### src/rtl/sram_actl_pkg.sv
package sram_actl_pkg;
    typedef enum logic [2:0] {
        CMD_HOLD   = 3'd0,
        CMD_LOAD   = 3'd1,
        CMD_DESEL  = 3'd2,
        CMD_ADV    = 3'd3,
        CMD_IGNORE = 3'd4
    } actl_cmd_e;
endpackage

### src/rtl/actl_strobe_dec.sv
module actl_strobe_dec
    import sram_actl_pkg::*;
(
    input  logic      pstb_n,
    input  logic      cstb_n,
    input  logic      adv_n,
    input  logic      ce_main_n,
    input  logic      ce_hi,
    input  logic      ce_lo_n,
    input  logic      valid,
    output actl_cmd_e cmd
);
    logic sec_en;
    logic p_req;
    logic p_blk;
    logic c_req;

    always_comb begin
        sec_en = ce_hi && !ce_lo_n;
        p_req  = !pstb_n && !ce_main_n;
        p_blk  = !pstb_n && ce_main_n;
        c_req  = pstb_n && !cstb_n;
        if (p_req || c_req) begin
            cmd = sec_en ? CMD_LOAD : CMD_DESEL;
        end else if (p_blk) begin
            cmd = CMD_IGNORE;
        end else if (!adv_n && valid) begin
            cmd = CMD_ADV;
        end else begin
            cmd = CMD_HOLD;
        end
    end


    always_comb begin
        if (!pstb_n && ce_main_n) begin
            ce_main_blk_chk: assert (cmd == CMD_IGNORE)
                else $error("blocked processor strobe not ignored");
        end
    end
endmodule

### src/rtl/actl_burst_seq.sv
module actl_burst_seq #(
    parameter int CNT_W = 2
) (
    input  logic [CNT_W-1:0] start_bits,
    input  logic [CNT_W-1:0] cnt,
    input  logic             ileave,
    output logic [CNT_W-1:0] out_bits,
    output logic [CNT_W-1:0] cnt_next
);
    logic [CNT_W-1:0] lin_bits;
    logic [CNT_W-1:0] ilv_bits;

    always_comb begin
        lin_bits = start_bits + cnt;
        cnt_next = cnt + 1'b1;
    end

    for (genvar b = 0; b < CNT_W; b++) begin : g_ilv
        always_comb ilv_bits[b] = start_bits[b] ^ cnt[b];
    end

    always_comb out_bits = ileave ? ilv_bits : lin_bits;


    always_comb begin
        if (cnt == '0) begin
            first_beat_chk: assert (out_bits == start_bits)
                else $error("first burst beat differs from start bits");
        end
    end
endmodule

### src/rtl/sram_addr_ctl.sv
module sram_addr_ctl
    import sram_actl_pkg::*;
#(
    parameter int ADDR_W = 20,
    parameter int CNT_W  = 2
) (
    input  logic              clk,
    input  logic              rst_n,
    input  logic [ADDR_W-1:0] addr_in,
    input  logic              pstb_n,
    input  logic              cstb_n,
    input  logic              adv_n,
    input  logic              ce_main_n,
    input  logic              ce_hi,
    input  logic              ce_lo_n,
    input  logic              order_sel,
    output logic [ADDR_W-1:0] arr_addr,
    output logic              cyc_valid,
    output logic              cyc_start
);
    localparam int UP_W = ADDR_W - CNT_W;

    typedef struct packed {
        logic [ADDR_W-1:0] base;
        logic [CNT_W-1:0]  cnt;
        logic              ileave;
        logic              valid;
        logic              start;
    } actl_state_t;

    actl_state_t st_d, st_q;
    actl_cmd_e   cmd;
    logic [CNT_W-1:0] low_bits;
    logic [CNT_W-1:0] cnt_inc;

    actl_strobe_dec u_dec (
        .pstb_n    (pstb_n),
        .cstb_n    (cstb_n),
        .adv_n     (adv_n),
        .ce_main_n (ce_main_n),
        .ce_hi     (ce_hi),
        .ce_lo_n   (ce_lo_n),
        .valid     (st_q.valid),
        .cmd       (cmd)
    );

    actl_burst_seq #(.CNT_W(CNT_W)) u_seq (
        .start_bits (st_q.base[CNT_W-1:0]),
        .cnt        (st_q.cnt),
        .ileave     (st_q.ileave),
        .out_bits   (low_bits),
        .cnt_next   (cnt_inc)
    );

    always_comb begin
        st_d       = st_q;
        st_d.start = 1'b0;
        unique case (cmd)
            CMD_LOAD: begin
                st_d.base   = addr_in;
                st_d.cnt    = '0;
                st_d.ileave = order_sel;
                st_d.valid  = 1'b1;
                st_d.start  = 1'b1;
            end
            CMD_DESEL: st_d.valid = 1'b0;
            CMD_ADV:   st_d.cnt   = cnt_inc;
            CMD_IGNORE, CMD_HOLD: ;
            default: ;
        endcase
    end

    always_ff @(posedge clk or negedge rst_n) begin
        if (!rst_n) begin
            st_q <= '0;
        end else begin
            st_q <= st_d;
        end
    end

    always_comb begin
        arr_addr  = {st_q.base[ADDR_W-1:CNT_W], low_bits};
        cyc_valid = st_q.valid;
        cyc_start = st_q.start;
    end


    p_start_chk: assert property (@(posedge clk) disable iff (!rst_n)
        (!pstb_n && !ce_main_n && ce_hi && !ce_lo_n)
        |=> (cyc_valid && cyc_start && arr_addr == $past(addr_in)))
        else $error("processor start not loaded");


    c_start_chk: assert property (@(posedge clk) disable iff (!rst_n)
        (pstb_n && !cstb_n && ce_hi && !ce_lo_n)
        |=> (cyc_valid && cyc_start && arr_addr == $past(addr_in)))
        else $error("controller start not loaded");


    p_blocked_chk: assert property (@(posedge clk) disable iff (!rst_n)
        (!pstb_n && ce_main_n)
        |=> ($stable(arr_addr) && $stable(cyc_valid) && !cyc_start))
        else $error("blocked strobe changed state");


    desel_chk: assert property (@(posedge clk) disable iff (!rst_n)
        (((!pstb_n && !ce_main_n) || (pstb_n && !cstb_n)) && !(ce_hi && !ce_lo_n))
        |=> (!cyc_valid && !cyc_start && $stable(arr_addr)))
        else $error("deselect failed");


    adv_upper_chk: assert property (@(posedge clk) disable iff (!rst_n)
        (pstb_n && cstb_n && !adv_n && cyc_valid)
        |=> (arr_addr[ADDR_W-1:CNT_W] == $past(arr_addr[ADDR_W-1:CNT_W])
             && arr_addr[CNT_W-1:0] != $past(arr_addr[CNT_W-1:0]) && !cyc_start))
        else $error("advance altered wrong bits");


    hold_chk: assert property (@(posedge clk) disable iff (!rst_n)
        (pstb_n && cstb_n && (adv_n || !cyc_valid))
        |=> ($stable(arr_addr) && $stable(cyc_valid) && !cyc_start))
        else $error("idle edge changed state");

    initial begin
        width_chk: assert (UP_W > 0) else $error("address too narrow");
    end
endmodule

### config.mk
export PLATFORM = sky130hd
export DESIGN_NAME = sram_addr_ctl
export DESIGN_NICKNAME = d
export VERILOG_FILES = /design/src/rtl/sram_actl_pkg.sv /design/src/rtl/actl_strobe_dec.sv /design/src/rtl/actl_burst_seq.sv /design/src/rtl/sram_addr_ctl.sv
export SDC_FILE = /design/constraint.sdc
export NUM_CORES = 1
export LEC_CHECK = 0
export BUFFER_PORTS_ARGS = -buffer_cell sky130_fd_sc_hd__buf_2
export CAP_MARGIN = 20
export CORE_ASPECT_RATIO = 0.75
export CORE_MARGIN = 2
export CORE_UTILIZATION = 46
export DETAILED_ROUTE_END_ITERATION = 10
export PLACE_DENSITY = 0.84
export SLEW_MARGIN = 20
export SYNTH_ARGS = -nofsm -noshare
export SYNTH_HDL_FRONTEND = slang
export SYNTH_SLANG_ARGS = --single-unit
### constraint.sdc
create_clock -name clk -period 1.1 [get_ports clk]
set_input_delay 0.055 -clock clk [delete_from_list [all_inputs] [get_ports clk]]
set_output_delay 0.055 -clock clk [all_outputs]
set_load 0.1 [all_outputs]
Word-level counts from Yosys, hierarchy flattened
Index checks and enable logic that the tools add are counted.
{"block": "totals", "inputBits": 29, "output_inout_bits": 22, "reg_bits": 25, "word_cells": 33}
{"block": "classes", "eq_ne": 3, "mux": 8, "bitwise_logic": 2, "addsub": 2, "n_reduce_logical": 13}
{"op": "== test 3 x 2 -> 1 bit, second input constant", "n": 2}
{"op": "2-to-1 mux 2 bit", "n": 3}
{"op": "2-to-1 mux 3 bit", "n": 2}
{"op": "logical AND 1 bit", "n": 5}
{"op": "logical NOT 1 bit", "n": 5}
{"op": "one-hot mux 2 bit (2 select lines)", "n": 1}
{"op": "nonzero test 2 bit", "n": 2}
{"op": "== test 3 x 1 -> 1 bit, second input constant", "n": 1}
{"op": "adder 2 x 1 -> 2 bit, second input constant", "n": 1}
{"op": "adder 2 bit", "n": 1}
{"op": "one-hot mux 1 bit (2 select lines)", "n": 1}
{"op": "bitwise XOR 1 bit", "n": 2}
{"op": "logical OR 1 bit", "n": 1}
{"op": "2-to-1 mux 1 bit", "n": 1}

Logic depth before layout (Yosys ltp)
Gate-level depths: netlist of the first run.
{"block": "depth", "ltp_word": 7, "ltp_mapped": 4, "mapped_depth_nobuf": 4}

Hierarchy
From an unflattened synthesis of the first run, not the netlist that was laid out.
{"block": "unflattened", "hier_cells": 92, "hier_area_um2": 1211.2}
{"module": "sram_addr_ctl", "area_each_um2": 1103.6, "n_inst": 1, "cells_per_inst": 77}
{"module": "actl_strobe_dec", "area_each_um2": 58.8, "n_inst": 1, "cells_per_inst": 9}
{"module": "actl_burst_seq", "area_each_um2": 48.8, "n_inst": 1, "cells_per_inst": 6}

Worst setup path before layout of the first run
OpenSTA, ideal clock, no wires.
{"block": "synth_path", "kind": "register to output", "start": "register st_q[3] in the netlist's numbering", "end": "output port arr_addr[1]", "arrival_time_ns": 2.227, "setup_slack_ns": -1.182, "path_stages_with_launch": 4, "n_path_buf": 0, "cell_sequence": "dfrtp_1 ha_1 nor2b_1 xnor2_1"}
{"block": "synth_via", "elab_chain_len": 2}
{"item": "start, declared", "line_no": "sram_addr_ctl.sv:31", "source": "actl_state_t st_d, st_q;"}
{"item": "start signal, assigned", "line_no": "sram_addr_ctl.sv:77", "source": "st_q <= st_d;"}
{"item": "adder 2 bit", "line_no": "actl_burst_seq.sv:14", "source": "lin_bits = start_bits + cnt;"}
{"item": "2-to-1 mux 2 bit", "line_no": "actl_burst_seq.sv:22", "source": "always_comb out_bits = ileave ? ilv_bits : lin_bits;"}
{"item": "end, declared", "line_no": "sram_addr_ctl.sv:17", "source": "output logic [ADDR_W-1:0] arr_addr,"}
No other way between the ends.

Final worst setup path of the first run
{"block": "layout_path", "start": "register st_q[5] in the netlist's numbering", "end": "output port arr_addr[1]"}
Same word-level chain as after synthesis.

==> results.tsv, run 1 <==
metric	value	unit
start_util	47.2	%
routed.top_layer	met4	
critPathArrivalTime	1.41	ns
wl_met1	1170	um
grt-ovfl-total	0	
maxClockFrequency	685	MHz
gp_congestion	0.643	
dr.pass1.iters	4	
power-per-cell-area	2160	nW/um^2
grt_pass1_wl	4490	um
synth-seq-area-share	51.7	%
yosysUniqueCellTypes	16	
finalClockSkew	0.00539	ns
end_kind	output pin	
synth_adder_area_share	1.03	%
drc_errors	0	
postRouteAntennaNets	0	
ctsHtreeMaxLevel	1	
via_per_inst	4.66	
synth_cells	82	
clkSinkCount	25	
core_area	2560	um^2
yosysWarnings	0	
track_usage	19.2	%
min_period	1.46	ns
worst_slack	-0.361	ns
path_class	register to output pin	
synth-simple-area-share	3.41	%
die_h	48.4	um
fin_crit_sh	133	%
cts_root_buf	clkbuf_4	
maxSlewViolCount	0	
final_nets	177	
startpoint_type	register	
tightest_slew	0.548	ns
ir_drop	1440	uV
drtIter0Drc	23	
grt_max_degree	26	
p_seq_share	29.6	%
synth_top_family_by_area	multiplexers	
grt_antenna_before_repair	0	
clkTransAtPathRegs	0.14	ns
area_delta_synth_final	70.1	%
pwr-share-comb	61.2	%
fin_hold_ws	0.104	ns
dr_wl_met2	1410	um
synth_xor_area_share	2.17	%
met3_length	203	um
rsz0062_at_grt	true	
ys_async_sr_fraction	100	%
synthFlopType	dfrtp_1	
preCtsSetupSlack	-0.228	ns
clock_latency	0.32	ns
synth-seq-cells	25	
p_switching	2.09	mW
synth-edff-count	0	
netlist_area	1210	um^2
core.rowCount	16	
clk_path_buf_depth	2	
boundaryPins	51	
p_leak	1.02	nW
via_count	849	
hold_class	primary input to register	
die_area	3060	um^2
outcome	finished, violations left	
die_x	63.2	um
syn_avg_cell_area	14.8	um^2
swShare	47.0	%
io_buffers	50	
violations	negative setup slack	
setup_viol	2	
finalHoldViolations	0	
routedWlPerCell	15.7	um
n_antenna_cell	0	
synth_fp_nets	112	
muxShareOfSynthArea	26.7	%
grt_pass1_vias	950	
p_int	2.35	mW
synth_compound_area_share	1.34	%
cp.required	1.04	ns
cts_tree	done	
max_cap_viol_count	0	
drt_wl_total	2850	um
tritoncts.num_buffers	3	
crit_fanout	2	
clockPowerShare	9.2	%
drive_gt1_share	63.0	%
slew_headroom	63.4	%
-- synth_stat cells, types with 2 or more instances --
master | number | area share (%)
dfrtp_1 | 25 | 52
buf_4 | 18 | 11
buf_6 | 2 | 1.9
nand2_1 | 2 | 0.62
mux2_4 | 20 | 25
xnor2_1 | 3 | 2.2
mux2_2 | 2 | 1.9
inv_1 | 2 | 0.62
-- worst max-delay path, cell delays in order, from the launching register on --
cell and delay (ns):
dfrtp_1 0.44, ha_4 0.17, nor2b_4 0.13, xnor2_4 0.15, buf_12 0.19
-- final cells by class --
| class | instances | area [um^2] |
|---|---|---|
| tap | 36 | 45.0 |
| fill | 158 | 504 |
| multi-input combinational | 35 | 475 |
| timing repair buffer | 80 | 873 |
| inverter | 2 | 7.51 |
| clock inverter | 1 | 5.00 |
| sequential | 25 | 629 |
| clock buffer | 3 | 22.5 |
-- cell families (layout without fill, tap and decap cells) --
| group | after synthesis | count (layout) |
|---|---|---|
| compound gates | 2 | 2 |
| fa+ha+maj | 1 | 1 |
| simple gates | 7 | 7 |
| mux | 22 | 22 |
| buf+inv | 22 | 86 |
| xor+xnor | 3 | 3 |
| flops | 25 | 25 |
-- layer usage --
metal  global-route usage, %  up-vias
met2                    32.1       39
met3                    6.74       10
met4                    6.52        0
li1                        -      384
met5                       0        -
met1                    23.4      416
-- metrics by stage --
stage | instance area (um^2) | power (mW) | setup TNS, ns | utilization (%) | cells
finish | 2060 | 4.44 | -0.537 | 80.3 | 182
global placement | 1780 | 3.90 | -3.95 | 69.4 | 155
detailed placement | 1780 | 3.94 | -4.43 | 69.4 | 155
floorplan | 1250 | 3.16 | -1.46 | - | 82
CTS | 2040 | 4.44 | -0.586 | 79.7 | 182
global route | 2060 | 4.60 | -0.709 | 80.3 | 182
-- registers in the layout (all words and copies together), names as in the netlist --
signal     count
arr_addr      18
cyc_start      1
st_q           5
cyc_valid      1
-- cell usage in the layout (no fill, tap or decap) --
| master | Yosys | final |
|---|---|---|
| buf_12 | 0 | 23 |
| ha_4 | 0 | 1 |
| mux2_2 | 2 | 1 |
| o31ai_1 | 1 | 1 |
| dlygate4sd3_1 | 0 | 22 |
| xnor2_1 | 3 | 1 |
| inv_1 | 2 | 1 |
| clkbuf_4 | 0 | 3 |
| nor2b_4 | 0 | 1 |
| inv_2 | 0 | 1 |
| clkinv_2 | 0 | 1 |
| dfrtp_4 | 0 | 1 |
| nand2_1 | 2 | 2 |
| mux2_4 | 20 | 21 |
| xnor2_2 | 0 | 1 |
| buf_2 | 0 | 28 |
| dfrtp_1 | 25 | 24 |
| nand4b_1 | 1 | 1 |
| nand2b_1 | 1 | 1 |
| buf_4 | 18 | 7 |
| or2_4 | 1 | 1 |
| o221ai_2 | 0 | 1 |
| xnor2_4 | 0 | 1 |
| nor2_1 | 1 | 1 |
-- path summary, 6_finish.rpt --
check / from / endpoint / slack, ns / cells past startpoint
min reg2reg: arr_addr[18]$_DFFE_PN0N_ / arr_addr[18]$_DFFE_PN0N_ / 0.59 / 1
max: st_q[5]$_DFFE_PN0N_ / arr_addr[1] / -0.36 / 4
max in group asynchronous: rst_n / cyc_valid$_DFFE_PN0P_ / 0.46 / 2
max reg2reg: cyc_valid$_DFFE_PN0P_ / st_q[4]$_DFFE_PN0P_ / 0.05 / 3
min: adv_n / st_q[4]$_DFFE_PN0P_ / 0.10 / 3
min in group asynchronous: rst_n / arr_addr[8]$_DFFE_PN0N_ / 0.23 / 2
-- repair_timing --
action,CTS,global route
setup buffers,1,0
pin swaps,2,1
endpoints found under the setup margin,2,4
resized for setup,1,2
endpoints found under the hold margin,46,0
hold buffers,22,0
-- power by group through the flow --
stage | clock, mW | sequential, mW | combinational [mW]
after floorplan | 0 | 1.24 | 1.92
after global placement | 0 | 1.31 | 2.59
after detailed placement | 0 | 1.32 | 2.63
after CTS | 0.427 | 1.31 | 2.71
after global routing | 0.477 | 1.34 | 2.79
final | 0.410 | 1.31 | 2.72
Power figures use the tool's default switching activity.
==> inputs of run 2 (changes only) <==
--- a/config.mk
+++ b/config.mk
@@ -11,7 +11,7 @@
 export CORE_MARGIN = 2
 export CORE_UTILIZATION = 46
 export DETAILED_ROUTE_END_ITERATION = 10
-export PLACE_DENSITY = 0.84
+export PLACE_DENSITY = 0.88
 export SLEW_MARGIN = 20
 export SYNTH_ARGS = -nofsm -noshare
 export SYNTH_HDL_FRONTEND = slang
==> results.tsv, run 2 (same netlist as run 1, synthesis figures left out) <==
metric	value	unit	change
cp.required	1.04	ns	about the same
tritoncts.num_buffers	3		unchanged
fin_hold_ws	0.110	ns	+0.00593 ns
power-per-cell-area	2140	nW/um^2	-1.1%
drc_errors	0		unchanged
dpl.hpwl	1850	um	
maxSlewViolCount	0		unchanged
rsz0062_at_grt	true		
path_cells	xnor2_2, xnor2_4, buf_12		
setup_viol	2		unchanged
worst_slack	-0.349	ns	+0.0115 ns
clkTransAtPathRegs	0.13	ns	about the same
cpPeakStageDelay	0.44	ns	about the same
dp_cells	153		-1.3%
fin_crit_sh	132	%	-1.0 points
finalClockSkew	0.00741	ns	+0.00202 ns
maxClockFrequency	690	MHz	+0.79%
die_x	63.2	um	unchanged
gp_congestion	0.666		+3.5%
dr.pass1.iters	4		unchanged
via_per_inst	4.49		-3.8%
dpl-instance-area	1790	um^2	+0.56%
startpoint_type	register		
crit_fanout	2		unchanged
slowest_stage	dfrtp_1		
area_delta_synth_final	72.5	%	
tightest_slew	0.546	ns	-0.00293 ns
fin_total_pwr	4.46	mW	+0.32%
nFillCells	153		-3.2%
mostFrequentLayoutCells	28 x buf_2, 25 x buf_12, 24 x dfrtp_1		
final_nets	178		+0.56%
grt_max_degree	26		unchanged
end_kind	output pin		
io_buffers	50		unchanged
violations	negative setup slack		
boundaryPins	51		unchanged
preCtsSetupSlack	-0.242	ns	-0.0140 ns
max_cap_viol_count	0		unchanged
drtIter0Drc	21		-8.7%
path_class	register to output pin		
postRouteAntennaNets	0		unchanged
outcome	finished, violations left		
fin_util	81.4	%	+1.1 points
cts_tree	done		
hold_class	primary input to register		
stdcell_area	2090	um^2	+1.4%
via_count	821		-3.3%
ctsHtreeMaxLevel	1		unchanged
core_area	2560	um^2	unchanged
finalHoldViolations	0		unchanged
grt_antenna_before_repair	0		unchanged
cts_root_buf	clkbuf_4		
drive_gt1_share	63.3	%	+0.25 points
clkSinkCount	25		unchanged
largest_reg_flops	18		unchanged
die_area	3060	um^2	unchanged
grt_pass1_vias	1000		+5.3%
track_usage	20.5	%	+1.3 points
min_period	1.45	ns	-0.0115 ns
ir_drop	1450	uV	+0.66%
n_antenna_cell	0		unchanged
instances_no_fill	183		+0.55%
drt_wl_total	2800	um	-1.8%
setup_tns	-0.507	ns	+0.0295 ns
final_common_cell	buf_2		
clock_latency	0.31	ns	about the same
slew_headroom	63.6	%	+0.20 points
grt_pass1_wl	4810	um	+7.1%
start_util	47.2	%	unchanged
routedWlPerCell	15.3	um	-2.3%
core.rowCount	16		unchanged
clk_path_buf_depth	2		unchanged
critPathArrivalTime	1.39	ns	-0.02 ns
grt-ovfl-total	0		unchanged
die_h	48.4	um	unchanged
p_leak	1.04	nW	+1.6%
[run 2: where the power goes]
group	switching, mW	internal (mW)	total (mW)
sequential	0.213	1.10	1.31
clock	0.258	0.136	0.394
combinational	1.61	1.14	2.75
[run 2: final cells by class]
class | instances | area (um^2) | area share, %
Multi-Input combinational cell | 35 | 469 | 22.5
Clock buffer | 3 | 22.5 | 1.08
Inverter | 2 | 10.0 | 0.480
Clock inverter | 1 | 5.00 | 0.240
Tap cell | 36 | 45.0 | 2.16
Sequential cell | 25 | 629 | 30.2
Timing Repair Buffer | 81 | 906 | 43.4
[run 2: critical path, delay by kind of cell, from the launching register on]
kind,cells,cell delay [ns]
xor+xnor,2,0.46
buf+inv,1,0.19
flops,1,0.44
[run 2: repair_timing]
item                                    CTS  global route
endpoints found under the setup margin    2             3
setup buffers                             2             2
hold buffers                             22             0
gates resized for setup                   2             2
pin swaps                                 2             0
hold endpoints to repair                 46             0
[run 2: routing by layer]
metal	up-vias	GRT usage [%]	routed length, um
met3	2	6.51	171
li1	385	-	-
met4	0	2.17	8
met1	397	23.0	1110
met2	37	39.4	1510
met5	-	0	0
[run 2: path summary, 6_finish.rpt]
check | from | to | slack [ns] | cells past startpoint
max | st_q[6]$_DFFE_PN0N_ | arr_addr[1] | -0.35 | 3
min | adv_n | st_q[4]$_DFFE_PN0P_ | 0.11 | 3
max reg2reg | st_q[3]$_DFFE_PN0P_ | st_q[4]$_DFFE_PN0P_ | 0.04 | 5
min reg2reg | st_q[4]$_DFFE_PN0P_ | st_q[4]$_DFFE_PN0P_ | 0.56 | 1
max in group asynchronous | rst_n | cyc_valid$_DFFE_PN0P_ | 0.43 | 2
min in group asynchronous | rst_n | arr_addr[16]$_DFFE_PN0N_ | 0.26 | 2
==> inputs of run 3 (changes only) <==
--- a/config.mk
+++ b/config.mk
@@ -9,9 +9,9 @@
 export CAP_MARGIN = 20
 export CORE_ASPECT_RATIO = 0.75
 export CORE_MARGIN = 2
-export CORE_UTILIZATION = 46
+export CORE_UTILIZATION = 42
 export DETAILED_ROUTE_END_ITERATION = 10
-export PLACE_DENSITY = 0.88
+export PLACE_DENSITY = 0.85
 export SLEW_MARGIN = 20
 export SYNTH_ARGS = -nofsm -noshare
 export SYNTH_HDL_FRONTEND = slang
==> constraint.sdc (replaced) <==
create_clock -name clk -period 1.31 [get_ports clk]
set_input_delay 0.0655 -clock clk [delete_from_list [all_inputs] [get_ports clk]]
set_output_delay 0.0655 -clock clk [all_outputs]
set_load 0.1 [all_outputs]
==> results.tsv, run 3 (same netlist as run 1, synthesis figures left out) <==
metric	value	unit	change
hold_class	primary input to register		
p_int	1.62	mW	-32%
max_cap_viol_count	0		unchanged
maxSlewViolCount	0		unchanged
critPathArrivalTime	1.32	ns	-0.07 ns
setup_tns	-0.0722	ns	+0.435 ns
die_area	3330	um^2	+8.8%
fin_crit_sh	106	%	
n_antenna_cell	0		unchanged
min_period	1.38	ns	
fin_hold_ws	0.0285	ns	-0.0812 ns
area_delta_synth_final	26.7	%	
p_switching	1.62	mW	-22%
worst_slack	-0.0722	ns	+0.277 ns
track_usage	13.1	%	-7.4 points
timing.rr.end	st_q[4]$_DFFE_PN0P_		
path_class	register to output pin		
swShare	50.0	%	+3.3 points
mostFrequentLayoutCells	48 x buf_2, 24 x dfrtp_1, 20 x mux2_4		
slew_headroom	64.2	%	+0.60 points
clkTransAtPathRegs	0.08	ns	-0.05 ns
finalHoldViolations	0		unchanged
die_x	66.0	um	+4.4%
grt_pass1_vias	736		-26%
dr.pass1.iters	2		-2
setup_viol	1		-1
finalClockSkew	0.00106	ns	-0.00635 ns
cts_root_buf	clkbuf_8		
core_area	2680	um^2	+4.7%
path_cells	ha_2, nor2b_4, xnor2_4, buf_12		
ir_drop	1010	uV	-30%
final_nets	153		-14%
crit_fanout	2		unchanged
tritoncts.num_buffers	3		unchanged
boundaryPins	51		unchanged
whs_path_depth	2		-1
drtIter0Drc	16		-24%
dpl-instance-area	1460	um^2	-18%
grt-ovfl-total	0		unchanged
cpPeakStageDelay	0.40	ns	-0.04 ns
cp.required	1.24	ns	+0.20 ns
core.rowCount	16		unchanged
tightest_slew	0.537	ns	-0.00903 ns
hold_path_end	arr_addr[16]$_DFFE_PN0N_		
startpoint	st_q[5]$_DFFE_PN0N_		
clock_latency	0.26	ns	-0.05 ns
fin_total_pwr	3.24	mW	-27%
slowest_stage	dfrtp_1		
startpoint_type	register		
die_h	50.5	um	+4.3%
final_common_cell	buf_2		
gp_congestion	0.663		-0.42%
grt_antenna_before_repair	0		unchanged
clkSinkCount	25		unchanged
r2r_start	cyc_valid$_DFFE_PN0P_		
drive_gt1_share	70.5	%	+7.2 points
r2r_cells	3		-2
end_kind	output pin		
outcome	finished, violations left		
dpl.hpwl	1540	um	-17%
stdcell_area	1530	um^2	-27%
start_util	45.1	%	-2.1 points
drt_wl_total	2000	um	-29%
ctsHtreeMaxLevel	1		unchanged
drc_errors	0		unchanged
preCtsSetupSlack	-0.0370	ns	+0.205 ns
pwr-share-comb	55.4	%	-6.3 points
via_per_inst	4.42		-1.5%
p_seq_share	31.3	%	+1.8 points
cts_tree	done		
power-per-cell-area	2120	nW/um^2	-0.88%
grt_max_degree	26		unchanged
hold_start	addr_in[16]		
clk_path_buf_depth	2		unchanged
reg2reg_slack	0.34	ns	+0.30 ns
postRouteAntennaNets	0		unchanged
rsz0062_at_grt	true		
io_buffers	50		unchanged
routedWlPerCell	12.6	um	-18%
clockPowerShare	13.3	%	+4.5 points
violations	negative setup slack		
largest_reg_flops	18		unchanged
p_leak	0.824	nW	-21%
via_count	698		-15%
grt_pass1_wl	3240	um	-33%
maxClockFrequency	724	MHz	
run 3: changes by cell type in the layout (fill, tap and decap cells not counted), moves of 2 or more:
cell / before / now
clkbuf_4: 3 / 0
buf_2: 28 / 48
buf_4: 6 / 3
dlygate4sd3_1: 22 / 1
buf_12: 25 / 4
inv_1: 0 / 2
clkbuf_8: 0 / 3
run 3: how the worst max path moves through the flow:
stage / endpoint / slack (ns)
2_1_floorplan: arr_addr[1] / -0.05
3_3_place_gp: st_q[2]$_DFFE_PN0N_ / -0.02
3_5_place_dp: arr_addr[10]$_DFFE_PN0N_ / -0.04
4_1_cts: arr_addr[1] / -0.11
5_1_grt: arr_addr[1] / -0.13
6_report: arr_addr[1] / -0.07
run 3: layer usage:
metal	vias to the layer above	global-route usage (%)	share of wire [%]
met4	0	3.06	0.40
li1	334	-	-
met5	-	0	0
met1	326	15.1	43
met2	36	22.4	46
met3	2	5.83	10
run 3: layout make-up:
type                       count  area [um^2]
clock buffer                   4         45.0
fill                         226         1150
inverter                       2         7.51
multi-input combinational     35          455
sequential                    25          627
tap                           36         45.0
timing repair buffer          56          353
run 3: repair_timing:
| action | in CTS | in global routing |
|---|---|---|
| cloned | 0 | 0 |
| pin swaps | 2 | 1 |
| setup buffers | 1 | 0 |
| hold buffers | 1 | 0 |
| gates resized for setup | 4 | 0 |
| setup endpoints to repair | 1 | 1 |
| endpoints found under the hold margin | 25 | 0 |
run 3: worst max-delay path: cells and delay by family (launching register included):
kind,cells,cell delay (ns)
XOR/XNOR,1,0.15
adder cells (fa/ha/maj),1,0.18
buffers and inverters,1,0.19
AND/OR/NAND/NOR,1,0.13
flip-flops,1,0.40
run 3: power groups by stage:
stage               Combinational, mW  Sequential (mW)  Clock (mW)
finish                           1.80             1.01       0.433
global route                     1.85             1.03       0.488
CTS                              1.81             1.02       0.453
detailed placement               1.79             1.02           0
global placement                 1.77             1.02           0
floorplan                        1.60             1.03           0
run 3: metrics by stage:
step	utilization, %	instances
2_1_floorplan	-	82
3_3_place_gp	54.4	153
3_5_place_dp	54.4	153
4_1_cts	57.1	158
5_1_grt	57.1	158
6_report	57.1	158
